File: config.mk
export PLATFORM = sky130hd
export DESIGN_NAME = cfgp_bank_port
export DESIGN_NICKNAME = d
export VERILOG_FILES = /design/src/rtl/cfgp_pkg.sv /design/src/rtl/cfgp_decode.sv /design/src/rtl/cfgp_store.sv /design/src/rtl/cfgp_evt_pulse.sv /design/src/rtl/cfgp_bank_port.sv
export SDC_FILE = /design/constraint.sdc
export NUM_CORES = 2
export LEC_CHECK = 0
export ABC_AREA = 1
export BUFFER_PORTS_ARGS = -buffer_cell sky130_fd_sc_hd__buf_2
export CAP_MARGIN = 25
export CELL_PAD_IN_SITES_DETAIL_PLACEMENT = 0
export CELL_PAD_IN_SITES_GLOBAL_PLACEMENT = 1
export CORE_MARGIN = 3
export CORE_UTILIZATION = 45
export DETAILED_ROUTE_END_ITERATION = 8
export PLACE_DENSITY_LB_ADDON = 0.08
export SETUP_SLACK_MARGIN = 0.1
export SYNTH_ARGS = -nofsm -noshare
export SYNTH_HDL_FRONTEND = slang
export SYNTH_SLANG_ARGS = --single-unit
File: constraint.sdc
create_clock -name clk -period 9.45 [get_ports clk]
set_input_delay 2.835 -clock clk [delete_from_list [all_inputs] [get_ports clk]]
set_output_delay 2.835 -clock clk [all_outputs]
set_load 0.01 [all_outputs]
File: src/rtl/cfgp_pkg.sv
package cfgp_pkg;

   // Where a decoded request is steered
   typedef enum logic [1:0] {
      TGT_NONE  = 2'd0,
      TGT_INDEX = 2'd1,
      TGT_CLOCK = 2'd2,
      TGT_LOCAL = 2'd3
   } tgt_e;

   typedef struct packed {
      logic err;
      tgt_e tgt;
   } dec_s;

   localparam int unsigned BYTE_W = 8;

endpackage

File: src/rtl/cfgp_decode.sv
module cfgp_decode
   import cfgp_pkg::*;
#(
   parameter int unsigned OFS_W       = 4,
   parameter int unsigned SIZE_W      = 3,
   parameter int unsigned NUM_REGS    = 128,
   parameter int unsigned RTC_TOP_IDX = 13
) (
   input  logic              req,
   input  logic [OFS_W-1:0]  ofs,
   input  logic [SIZE_W-1:0] size,
   input  logic [BYTE_W-1:0] idx,
   output dec_s              dec
);

   localparam logic [BYTE_W:0] LIMIT   = (BYTE_W+1)'(NUM_REGS);
   localparam logic [BYTE_W:0] RTC_TOP = (BYTE_W+1)'(RTC_TOP_IDX);

   logic size_ok;
   logic idx_ok;
   logic idx_rtc;

   assign size_ok = (size == SIZE_W'(1));
   assign idx_ok  = ({1'b0, idx} < LIMIT);
   assign idx_rtc = ({1'b0, idx} <= RTC_TOP);

   always_comb begin
      dec.err = 1'b0;
      dec.tgt = TGT_NONE;
      if (req) begin
         if (!size_ok) begin
            dec.err = 1'b1;
         end else if (ofs == OFS_W'(0)) begin
            dec.tgt = TGT_INDEX;
         end else if (ofs == OFS_W'(1)) begin
            if (!idx_ok)       dec.err = 1'b1;
            else if (idx_rtc)  dec.tgt = TGT_CLOCK;
            else               dec.tgt = TGT_LOCAL;
         end else begin
            dec.err = 1'b1;
         end
      end
   end

endmodule

File: src/rtl/cfgp_store.sv
module cfgp_store
   import cfgp_pkg::*;
#(
   parameter int unsigned NUM_REGS = 128,
   parameter int unsigned LO_BASE  = 14
) (
   input  logic              clk,
   input  logic              rst_n,
   input  logic              we,
   input  logic [BYTE_W-1:0] idx,
   input  logic [BYTE_W-1:0] wdata,
   output logic [BYTE_W-1:0] rdata
);

   logic [NUM_REGS*BYTE_W-1:0] flat;

   generate
      for (genvar i = 0; i < NUM_REGS; i++) begin : g_ent
         if (i < LO_BASE) begin : g_void
            assign flat[i*BYTE_W +: BYTE_W] = '0;
         end else begin : g_reg
            logic [BYTE_W-1:0] q;
            always_ff @(posedge clk) begin
               if (!rst_n)                         q <= '0;
               else if (we && idx == BYTE_W'(i))   q <= wdata;
            end
            assign flat[i*BYTE_W +: BYTE_W] = q;
         end
      end
   endgenerate

   always_comb begin
      rdata = '0;
      for (int i = 0; i < NUM_REGS; i++) begin
         if (idx == BYTE_W'(i)) rdata = flat[i*BYTE_W +: BYTE_W];
      end
   end

endmodule

File: src/rtl/cfgp_evt_pulse.sv
module cfgp_evt_pulse #(
   parameter bit EDGE_MODE = 1'b1
) (
   input  logic clk,
   input  logic rst_n,
   input  logic evt,
   output logic pulse
);

   generate
      if (EDGE_MODE) begin : g_edge
         logic evt_d;
         always_ff @(posedge clk) begin
            if (!rst_n) begin
               evt_d <= 1'b0;
               pulse <= 1'b0;
            end else begin
               evt_d <= evt;
               pulse <= evt & ~evt_d;
            end
         end
      end else begin : g_level
         always_ff @(posedge clk) begin
            if (!rst_n) pulse <= 1'b0;
            else        pulse <= evt;
         end
      end
   endgenerate

endmodule

File: src/rtl/cfgp_bank_port.sv
module cfgp_bank_port
   import cfgp_pkg::*;
#(
   parameter int unsigned NUM_REGS    = 128,
   parameter int unsigned RTC_TOP_IDX = 13,
   parameter int unsigned OFS_W       = 4,
   parameter int unsigned SIZE_W      = 3,
   parameter bit          IRQ_EDGE    = 1'b1,
   localparam int unsigned RTC_IW     = $clog2(RTC_TOP_IDX + 1)
) (
   input  logic              clk,
   input  logic              rst_n,
   input  logic              bus_req,
   input  logic              bus_we,
   input  logic [OFS_W-1:0]  bus_ofs,
   input  logic [SIZE_W-1:0] bus_size,
   input  logic [7:0]        bus_wdata,
   output logic              bus_ack,
   output logic [7:0]        bus_rdata,
   output logic              bus_err,
   output logic              rtc_rd,
   output logic              rtc_wr,
   output logic [RTC_IW-1:0] rtc_idx,
   output logic [7:0]        rtc_wdata,
   input  logic [7:0]        rtc_rdata,
   input  logic              rtc_evt,
   output logic              irq_out
);

   generate
      if (NUM_REGS > 256) begin : g_bad_depth
         $error("NUM_REGS must fit an 8-bit index");
      end
      if (NUM_REGS <= RTC_TOP_IDX + 1) begin : g_bad_split
         $error("NUM_REGS must exceed the clock register range");
      end
      if (OFS_W < 1 || SIZE_W < 1) begin : g_bad_width
         $error("OFS_W and SIZE_W must be at least 1");
      end
   endgenerate

   logic [BYTE_W-1:0] idx_q;
   logic [BYTE_W-1:0] loc_rdata;
   logic [BYTE_W-1:0] rd_mux;
   logic              ack_q;
   logic              err_q;
   logic [BYTE_W-1:0] rdata_q;
   dec_s              dec;

   cfgp_decode #(
      .OFS_W      (OFS_W),
      .SIZE_W     (SIZE_W),
      .NUM_REGS   (NUM_REGS),
      .RTC_TOP_IDX(RTC_TOP_IDX)
   ) dec_i (
      .req (bus_req),
      .ofs (bus_ofs),
      .size(bus_size),
      .idx (idx_q),
      .dec (dec)
   );

   cfgp_store #(
      .NUM_REGS(NUM_REGS),
      .LO_BASE (RTC_TOP_IDX + 1)
   ) store_i (
      .clk  (clk),
      .rst_n(rst_n),
      .we   (dec.tgt == TGT_LOCAL && bus_we),
      .idx  (idx_q),
      .wdata(bus_wdata),
      .rdata(loc_rdata)
   );

   cfgp_evt_pulse #(
      .EDGE_MODE(IRQ_EDGE)
   ) evt_i (
      .clk  (clk),
      .rst_n(rst_n),
      .evt  (rtc_evt),
      .pulse(irq_out)
   );

   // Index register
   always_ff @(posedge clk) begin
      if (!rst_n)                                 idx_q <= '0;
      else if (dec.tgt == TGT_INDEX && bus_we)    idx_q <= bus_wdata;
   end

   // Clock side interface
   assign rtc_wr    = (dec.tgt == TGT_CLOCK) &&  bus_we;
   assign rtc_rd    = (dec.tgt == TGT_CLOCK) && !bus_we;
   assign rtc_idx   = idx_q[RTC_IW-1:0];
   assign rtc_wdata = bus_wdata;

   always_comb begin
      unique case (dec.tgt)
         TGT_INDEX: rd_mux = idx_q;
         TGT_CLOCK: rd_mux = rtc_rdata;
         TGT_LOCAL: rd_mux = loc_rdata;
         default:   rd_mux = '0;
      endcase
   end

   // Fixed one-cycle response
   always_ff @(posedge clk) begin
      if (!rst_n) begin
         ack_q   <= 1'b0;
         err_q   <= 1'b0;
         rdata_q <= '0;
      end else begin
         ack_q   <= bus_req;
         err_q   <= bus_req && dec.err;
         rdata_q <= (bus_req && !bus_we && !dec.err) ? rd_mux : '0;
      end
   end

   assign bus_ack   = ack_q;
   assign bus_err   = err_q;
   assign bus_rdata = rdata_q;

endmodule

==> out/summary.json <==
{
  "synth": {
    "postSynthNetCount": 6365,
    "synth_ff_type": "dfxtp_1",
    "synth.top_cell.area_share_pct": 44.8,
    "number_of_flops_mapped_to_enable_cells_by_yosys": 0,
    "fraction_of_synthesis_flops_using_an_asynchronous_set_or_reset_pin_pct": 0,
    "ys_ff_latch": 932,
    "most_used_standard_cell_by_instance_count_after_synthesis": "nor2_1",
    "postSynthAreaPerCell_sq_um": 6.57,
    "syn_inst": 6337,
    "portion_of_the_post_synthesis_area_used_by_sequential_elements_pct": 44.8,
    "yosys-top-cells-count": "nor2_1, nand2_1, o21ai_0, dfxtp_1, inv_1",
    "netlist_area_sq_mm": 0.0416,
    "netlist-cell-type-count": 27,
    "synthDominantAreaCellType": "dfxtp_1",
    "post_synth_main_area_contributors": "dfxtp_1, nor2_1, o21ai_0",
    "yosys_warnings": 0
  },
  "sta": {
    "worst_pin_slew_ns": 1.06,
    "final.setup.worst_slack_ns": 1.03,
    "finalWorstPathRequiredPeriod_ns": 8.42,
    "finalHoldViolCount": 0,
    "fmaxAchievable_ghz": 0.119,
    "fin_worst_hold_slack_ns": 0.381,
    "period_share_pct": 89.1,
    "rsz0062_at_grt": "false",
    "worst_slew_margin_rel_pct": 29.2,
    "finalSetupViolCount": 0,
    "finalMaxSlewViolations": 0,
    "finClkSkew_ns": 0.0194,
    "fin_setup_tns_ns": 0
  },
  "clocking": {
    "cts_tree": "built",
    "cts.repair_timing.setup_buffer_count": 0,
    "postCtsHoldBufs": 0,
    "cts_root_buf": "clkbuf_16",
    "clk_pin_slew_ns": 0.06,
    "cts_inserted_buffers": 103,
    "cts.repair.resized": 0,
    "cts.path.max_buffers": 3,
    "worst_skew_pair.late_latency_ns": 0.68,
    "cts-htree-levels": 3,
    "tritoncts_num_sinks": 932
  },
  "floorplan": {
    "floorplan.rows": 110,
    "die_w_microns": 310,
    "fp.coreArea_sq_mm": 0.0908,
    "die-height_microns": 310,
    "floorplan.initialDensity_pct": 45.9,
    "boundaryPins": 53,
    "floorplan.die_area_sq_mm": 0.0962
  },
  "global_route": {
    "grt_antenna_before_repair": 3,
    "grt_start_max_net_pins": 242,
    "grt_use_total_pct": 28.0,
    "globalRoute.totalOverflow": 0,
    "first_pass_grt_wire_length_microns": 213000,
    "grt_pass1_vias": 36300
  },
  "final_layout": {
    "antenna-diode-count": 0,
    "stdcell_area_sq_mm": 0.0463,
    "number_of_inserted_filler_cells_in_the_final_layout": 9393,
    "design.final.nets": 6286,
    "flow.area_growth_from_synthesis_pct": 11.2,
    "layout.cells.non_filler": 7513,
    "final_core_util_pct": 51.0,
    "final_layout_size_suffix_gt1_share_pct": 7.37
  },
  "critical_path": {
    "worst-endpoint-arrival_ns": 8.96,
    "critical_path_peak_fanout": 7,
    "critPathSlowestCell": "dfxtp_1",
    "crit_path_max_incr_delay_ns": 0.46,
    "crit_path_end_kind": "flip-flop",
    "startpoint_type": "flip-flop",
    "worstSetupPathType": "flip-flop to flip-flop",
    "crit_top_cell": "nand2_1",
    "timing.critical_path.buf_inv": 2,
    "critical-path-top-delay-family": "simple AND/OR/NAND/NOR gates",
    "worstPathRequired_ns": 9.99
  },
  "drt": {
    "drcViolationCount": 0,
    "dr.first_iter.drc_count": 3507,
    "dr_total_vias": 39100,
    "drt-total-wl_microns": 137000,
    "postRouteAntennaNets": 0,
    "drt_pass1_iterations": 6,
    "route.detailed.wl_per_inst_microns": 18.3,
    "route.detailed.vias_per_inst": 5.20
  },
  "placement": {
    "placed_cells_incl_taps": 7329,
    "place_ws_ns": 1.21,
    "dp_hpwl_microns": 83600,
    "count_of_buffers_inserted_at_the_top_level_ports": 52,
    "gpl.final_weighted_congestion": 0.854,
    "detailed_place.area_sq_mm": 0.0428
  },
  "pwr": {
    "cellPowerDensity_mw_per_mm2": 180,
    "power_leakage_nw": 19.0,
    "irDropWorstVdd_v": 0.000137,
    "post-layout-total-power_mw": 8.33
  },
  "job": {
    "drv.max_cap_violation_count": 0
  },
  "min_path": {
    "worst_hold_path_type": "flip-flop to flip-flop"
  },
  "status": {
    "run_status": "complete, no violations"
  }
}
sequential cells by signal, indices dropped and copies added (netlist names):
register / cells
bus_ack: 1
bus_err: 1
bus_rdata: 8
evt_i.g_edge.evt_d: 1
evt_i.pulse: 1
idx_q: 8
store_i.g_ent.g_reg.q: 912
power breakdown:
part           switching (mW)  internal (mW)  leakage (nW)  total [mW]
logic                   0.179         0.0328          9.79       0.211
registers            0.000211           3.93          7.50        3.93
clock network            1.68           2.51          1.75        4.19
final cells by class:
cell class / count / area [sq um] / area share [%]
sequential: 932 / 18700 / 40.3
inverter: 637 / 2400 / 5.17
timing repair buffer: 112 / 822 / 1.77
clock inverter: 32 / 407 / 0.878
clock buffer: 152 / 3120 / 6.73
multi-input combinational: 4472 / 19400 / 42.0
tap: 1176 / 1470 / 3.18
logic make-up after synthesis:
family	after synthesis	share of synthesized area (%)
compound gates	1463	17.6
buf+inv	933	8.52
flops	932	44.8
simple gates	3009	29.1
final timing paths:
| kind | start | endpoint | slack (ns) | cells after the start |
|---|---|---|---|---|
| setup / recovery | idx_q[0]$_SDFFE_PN0P_ | bus_rdata[1]$_SDFF_PN0_ | 1.03 | 89 |
| hold / removal | evt_i.g_edge.evt_d$_SDFF_PN0_ | evt_i.pulse$_SDFF_PN0_ | 0.38 | 1 |
| setup reg to reg | idx_q[0]$_SDFFE_PN0P_ | bus_rdata[1]$_SDFF_PN0_ | 1.03 | 89 |
| hold reg to reg | evt_i.g_edge.evt_d$_SDFF_PN0_ | evt_i.pulse$_SDFF_PN0_ | 0.38 | 1 |
cells in the final DEF (no fill, tap or decap), types with 59 or more instances in the layout:
master	count
inv_1	587
nand2_1	1023
or2_2	150
nand3_1	119
o21ai_0	1002
a21oi_1	453
nor2_1	1621
clkbuf_16	106
dfxtp_1	932
nand4_1	59
per-layer routing:
layer	GRT usage, %	vias to the layer above	part of all wire [%]
met2	42.8	957	43
met3	3.78	203	5.1
li1	-	19900	-
met4	7.78	4	2.8
met1	41.3	18000	49
met5	0	-	0.017
No activity file was read; power rests on OpenSTA's default activity.
